**src/rtl/mtest_pkg.sv**
```systemverilog
package mtest_pkg;
  typedef enum logic [1:0] {
    WID_8  = 2'd0,
    WID_16 = 2'd1,
    WID_32 = 2'd2,
    WID_64 = 2'd3
  } wid_e;

  // flag bit positions consumed by downstream logic
  localparam int FLG_CF = 0;
  localparam int FLG_PF = 2;
  localparam int FLG_AF = 4;
  localparam int FLG_ZF = 6;
  localparam int FLG_SF = 7;
  localparam int FLG_OF = 11;

  localparam logic [3:0] VSPEC_OK = 4'b1111;
  localparam logic [1:0] MOD_REG  = 2'b11;
  localparam int         MIN_BITS = 8;
endpackage

```
**src/rtl/mtest_decode.sv**
```systemverilog
module mtest_decode
  import mtest_pkg::*;
(
  input  logic       opsz_pfx_i,
  input  logic       wide_i,
  input  logic [3:0] vspec_i,
  input  logic [1:0] mod_i,
  output wid_e       wid_o,
  output logic       legal_o
);
  always_comb begin
    unique case ({wide_i, opsz_pfx_i})
      2'b00:   wid_o = WID_16;
      2'b01:   wid_o = WID_8;
      2'b10:   wid_o = WID_64;
      default: wid_o = WID_32;
    endcase
    legal_o = (vspec_i == VSPEC_OK) && (mod_i == MOD_REG);
  end
endmodule

```
**src/rtl/mtest_lanes.sv**
```systemverilog
module mtest_lanes
  import mtest_pkg::*;
#(
  parameter int MASK_W = 64,
  parameter int LANE_W = 8
) (
  input  logic [MASK_W-1:0] src1_i,
  input  logic [MASK_W-1:0] src2_i,
  input  wid_e              wid_i,
  output logic              any_and_o,
  output logic              any_andn_o
);
  localparam int NLANES = MASK_W / LANE_W;

  logic [NLANES-1:0] lane_and, lane_andn, lane_en;
  int unsigned       act_bits;

  for (genvar g = 0; g < NLANES; g++) begin : g_lane
    logic [LANE_W-1:0] a, b;
    assign a           = src1_i[g*LANE_W +: LANE_W];
    assign b           = src2_i[g*LANE_W +: LANE_W];
    assign lane_and[g]  = |(a & b);
    assign lane_andn[g] = |(b & ~a);
  end

  always_comb begin
    act_bits = MIN_BITS << wid_i;
    for (int i = 0; i < NLANES; i++)
      lane_en[i] = (i * LANE_W) < act_bits;
  end

  assign any_and_o  = |(lane_and & lane_en);
  assign any_andn_o = |(lane_andn & lane_en);
endmodule

```
**src/rtl/mtest_merge.sv**
```systemverilog
module mtest_merge
  import mtest_pkg::*;
#(
  parameter int FLAGS_W = 32
) (
  input  logic [FLAGS_W-1:0] flags_i,
  input  logic               any_and_i,
  input  logic               any_andn_i,
  output logic [FLAGS_W-1:0] flags_o
);
  always_comb begin
    flags_o         = flags_i;
    flags_o[FLG_PF] = 1'b0;
    flags_o[FLG_AF] = 1'b0;
    flags_o[FLG_SF] = 1'b0;
    flags_o[FLG_OF] = 1'b0;
    flags_o[FLG_ZF] = ~any_and_i;
    flags_o[FLG_CF] = ~any_andn_i;
  end
endmodule

```
**src/rtl/mtest_unit.sv**
```systemverilog
module mtest_unit
  import mtest_pkg::*;
#(
  parameter int MASK_W  = 64,
  parameter int LANE_W  = 8,
  parameter int FLAGS_W = 32
) (
  input  logic               clk_i,
  input  logic               rst_ni,
  input  logic               valid_i,
  input  logic               opsz_pfx_i,
  input  logic               wide_i,
  input  logic [3:0]         vspec_i,
  input  logic [1:0]         mod_i,
  input  logic [MASK_W-1:0]  src1_i,
  input  logic [MASK_W-1:0]  src2_i,
  input  logic [FLAGS_W-1:0] flags_i,
  output logic [FLAGS_W-1:0] flags_o,
  output logic               ud_o
);
  wid_e               wid;
  logic               legal, any_and, any_andn;
  logic [FLAGS_W-1:0] flags_nx;

  mtest_decode u_dec (
    .opsz_pfx_i(opsz_pfx_i), .wide_i(wide_i), .vspec_i(vspec_i),
    .mod_i(mod_i), .wid_o(wid), .legal_o(legal)
  );

  mtest_lanes #(.MASK_W(MASK_W), .LANE_W(LANE_W)) u_lanes (
    .src1_i(src1_i), .src2_i(src2_i), .wid_i(wid),
    .any_and_o(any_and), .any_andn_o(any_andn)
  );

  mtest_merge #(.FLAGS_W(FLAGS_W)) u_merge (
    .flags_i(flags_i), .any_and_i(any_and), .any_andn_i(any_andn),
    .flags_o(flags_nx)
  );

  always_ff @(posedge clk_i or negedge rst_ni) begin
    if (!rst_ni) begin
      flags_o <= '0;
      ud_o    <= 1'b0;
    end else begin
      ud_o <= valid_i && !legal;
      if (valid_i && legal) flags_o <= flags_nx;
    end
  end
endmodule

```
**config.mk**
```make
export PLATFORM = sky130hd
export DESIGN_NAME = mtest_unit
export DESIGN_NICKNAME = d
export VERILOG_FILES = /design/src/rtl/mtest_pkg.sv /design/src/rtl/mtest_decode.sv /design/src/rtl/mtest_lanes.sv /design/src/rtl/mtest_merge.sv /design/src/rtl/mtest_unit.sv
export SDC_FILE = /design/constraint.sdc
export NUM_CORES = 1
export LEC_CHECK = 0
export BUFFER_PORTS_ARGS = -buffer_cell sky130_fd_sc_hd__buf_2
export CORE_UTILIZATION = 43
export CTS_CLUSTER_DIAMETER = 40
export CTS_CLUSTER_SIZE = 16
export DETAILED_ROUTE_END_ITERATION = 12
export PLACE_DENSITY = 0.85
export SLEW_MARGIN = 25
export SYNTH_ARGS = -nofsm -noshare
export SYNTH_HDL_FRONTEND = slang
export SYNTH_HIERARCHICAL = 1
export SYNTH_SLANG_ARGS = --single-unit
```
**constraint.sdc**
```tcl
create_clock -name clk_i -period 1.95 [get_ports clk_i]
set_input_delay 0.2925 -clock clk_i [delete_from_list [all_inputs] [get_ports clk_i]]
set_output_delay 0.2925 -clock clk_i [all_outputs]
set_load 0.02 [all_outputs]
```
==> qor.txt <==
First-pass GRT wire length: 10300 um
Vias: 2494
Library cells used by synthesis: 28
Part of the power in the clock network: 0.245
Reg2reg end: flags_o[4]
FP Rows: 27
Area growth syn-to-layout: 35.2%
RSZ-0062 raised after global routing: no
Total Power: 1.97 mW
Pwr Density: 580 mW/mm^2
Top cell by count, worst path: inv_1
Worst slew margin: 0.546
Sequential share of the synthesized area: 0.329
Mapped cell area: 0.00251 sq mm
Post-CTS Setup Repair Bufs: 0
Layout Nets: 598
Layout cells sized above 1: 0.563
Largest net degree at the start of global routing: 34
Clock tree root driver cell: clkbuf_8
Chip height: 78.4 um
Cell area after layout: 0.00339 sq mm
Setup violations, final: 0
IO Port Bufs: 197
Post-synth EDFFs: 0
VDD IR max: 408 uV
Reg2reg start: flags_o[4]
Sequential share of power: 0.413
P_int: 1.36 mW
Hold/Removal Path Class: in -> async
CP Capture Type: flop
Max Root-Sink Buffers: 2
# hold bufs at CTS: 0
Antenna diode count: 0
H-tree levels: 2
Tmin final: 1530 ps
Pre-CTS setup slack: 117 ps
Total GRT Usage: 0.213
WL per Instance: 13.3 um
Gpl congestion: 0.904
Initial Util: 0.450
CTS clock-pin slew for the worst setup and hold paths: 70 ps
CP arrival: 1750 ps
Vias in the first global route: 2483
Final Max Slew Viols: 0
Max stage delay on crit path: 570 ps
CTS tree: built
CTS Buf Count: 5
FILL cells: 503
Gate Count Post-Synth: 254
Die width: 78.4 um
First-pass iteration count of the detailed router: 4
Avg Inst Size Synth: 9.88 sq um
Synth Warn #: 6
Worst path cell trace: buf_2 -> inv_1 -> o22ai_1 -> or4_4 -> a2111oi_4 -> o211ai_1 -> inv_1 -> mux2_4
Status: finished, final reports clean
Fin crit share: 0.783
Clock sink total: 33
Post-cts sizing count: 0
Pleak: 2.09 nW
Slack of the critical path: 423 ps
Final hold vios: 0
Worst Path Max Fanout: 2
Core Box Area: 0.00557 sq mm
DR iter-0 viols: 71
Max-cap violations: 0
Clock Skew: 0 ps
Reg2reg path depth: 1
Dpl hpwl: 5740 um
CP Class: in -> reg
Core Util, Final: 0.609
Die ar.: 0.00615 sq mm
DRC: 0
Via/cell ratio: 4.99
Worst slew pin tran: 681 ps
Synth async-reset ratio: 1.00
Worst setup SP type: input pin
IO Count: 204
Switching share of power: 0.308
Gr ovfl total: 0
Synth Flop Type: dfrtp_1
ANT nets after route: 0
Area after DPL: 0.00331 sq mm
Flop-to-flop setup slack: 1170 ps
Total wire length: 6630 um
Setup TNS: 0 ps
Sw Pwr: 0.606 mW
Worst Path Required: 2170 ps
Logic pwr share: 0.343
Initial antenna violation count: 0
FF+latch count, synth: 33
CP max-delay cell: or4_4
Clk_lat worst skew: 270 ps
Fmax: 655 MHz
flip-flops by register name (all words and copies together) (netlist names):
name and cells:
flags_o 32, ud_o 1
logic make-up after synthesis:
kind of cell | synth area share
AOI/OAI and AO/OA | 0.198
buffers and inverters | 0.196
DFF | 0.329
muxes | 0.188
other | 0.00149
and+or+nand+nor | 0.0872
routing by layer:
layer	wire (um)	GRT usage	vias to the layer above
li1	-	-	1220
met1	2470	0.215	1132
met2	3480	0.419	128
met3	534	0.0465	14
met4	143	0.0833	0
met5	0	0	-
power by group through the flow:
stage	Combinational, mW	Clock (mW)	Sequential, mW
finish	0.675	0.482	0.812
CTS	0.678	0.504	0.813
detailed placement	0.674	0	0.824
floorplan	0.279	0	0.929
global placement	0.665	0	0.818
global route	0.731	0.544	0.821
metrics by stage:
step                      std cells  hold WS, ps
final                           500         55.1
after global routing            500          108
after CTS                       500         69.7
after detailed placement        492          379
after global placement          492          371
after floorplan                 257        -3.09
worst max path at each step:
| stage | from | end | slack (ps) | depth (start not counted) |
|---|---|---|---|---|
| 3_5_place_dp | src2_i[8] | flags_o[0] | 120 | 8 |
| 5_1_grt | src2_i[8] | flags_o[0] | 350 | 8 |
| 2_1_floorplan | src2_i[8] | flags_o[0] | 320 | 7 |
| 3_3_place_gp | src2_i[8] | flags_o[0] | 150 | 8 |
| 4_1_cts | src2_i[8] | flags_o[0] | 420 | 8 |
| 6_report | src2_i[8] | flags_o[0] | 420 | 8 |
worst max-delay path, delay by kind of cell:
kind | cells | cell delay (ps)
simple gates | 1 | 570
compound gates | 3 | 550
buf+inv | 3 | 210
mux | 1 | 130
final cells by class:
class / count / area [sq um] / area share
inverter: 54 / 203 / 0.0597
sequential: 33 / 826 / 0.243
clock inverter: 3 / 17.5 / 0.00516
clock buffer: 5 / 68.8 / 0.0203
multi-input combinational: 136 / 1200 / 0.355
timing repair buffer: 197 / 986 / 0.290
tap: 72 / 90.1 / 0.0265
cells in the final DEF (no fill, tap or decap), drive strengths merged, types with 5 or more instances in the layout:
cell,instances
a2111oi,5
dfrtp,33
nor2b,13
a221oi,5
a22oi,22
mux2,32
nor4,5
inv,54
clkbuf,5
nand4,8
o22ai,22
buf,197
a22o,5
cells in the mapped netlist (2+ instances only):
| cell | count | area [sq um] |
|---|---|---|
| nand2_1 | 2 | 7.51 |
| nor4_1 | 5 | 31.3 |
| a221oi_1 | 5 | 43.8 |
| a22o_1 | 5 | 43.8 |
| a2111oi_0 | 4 | 35.0 |
| nand4_1 | 8 | 50.1 |
| buf_4 | 30 | 225 |
| a22oi_1 | 22 | 165 |
| mux2_2 | 2 | 22.5 |
| o21ai_0 | 2 | 10.0 |
| a21oi_1 | 2 | 10.0 |
| o22ai_1 | 22 | 138 |
| dfrtp_1 | 33 | 826 |
| o211ai_1 | 2 | 15.0 |
| nor2b_1 | 13 | 81.3 |
| mux2_4 | 30 | 450 |
| inv_1 | 54 | 203 |
| buf_12 | 3 | 60.1 |
Power figures use the tool's default switching activity.
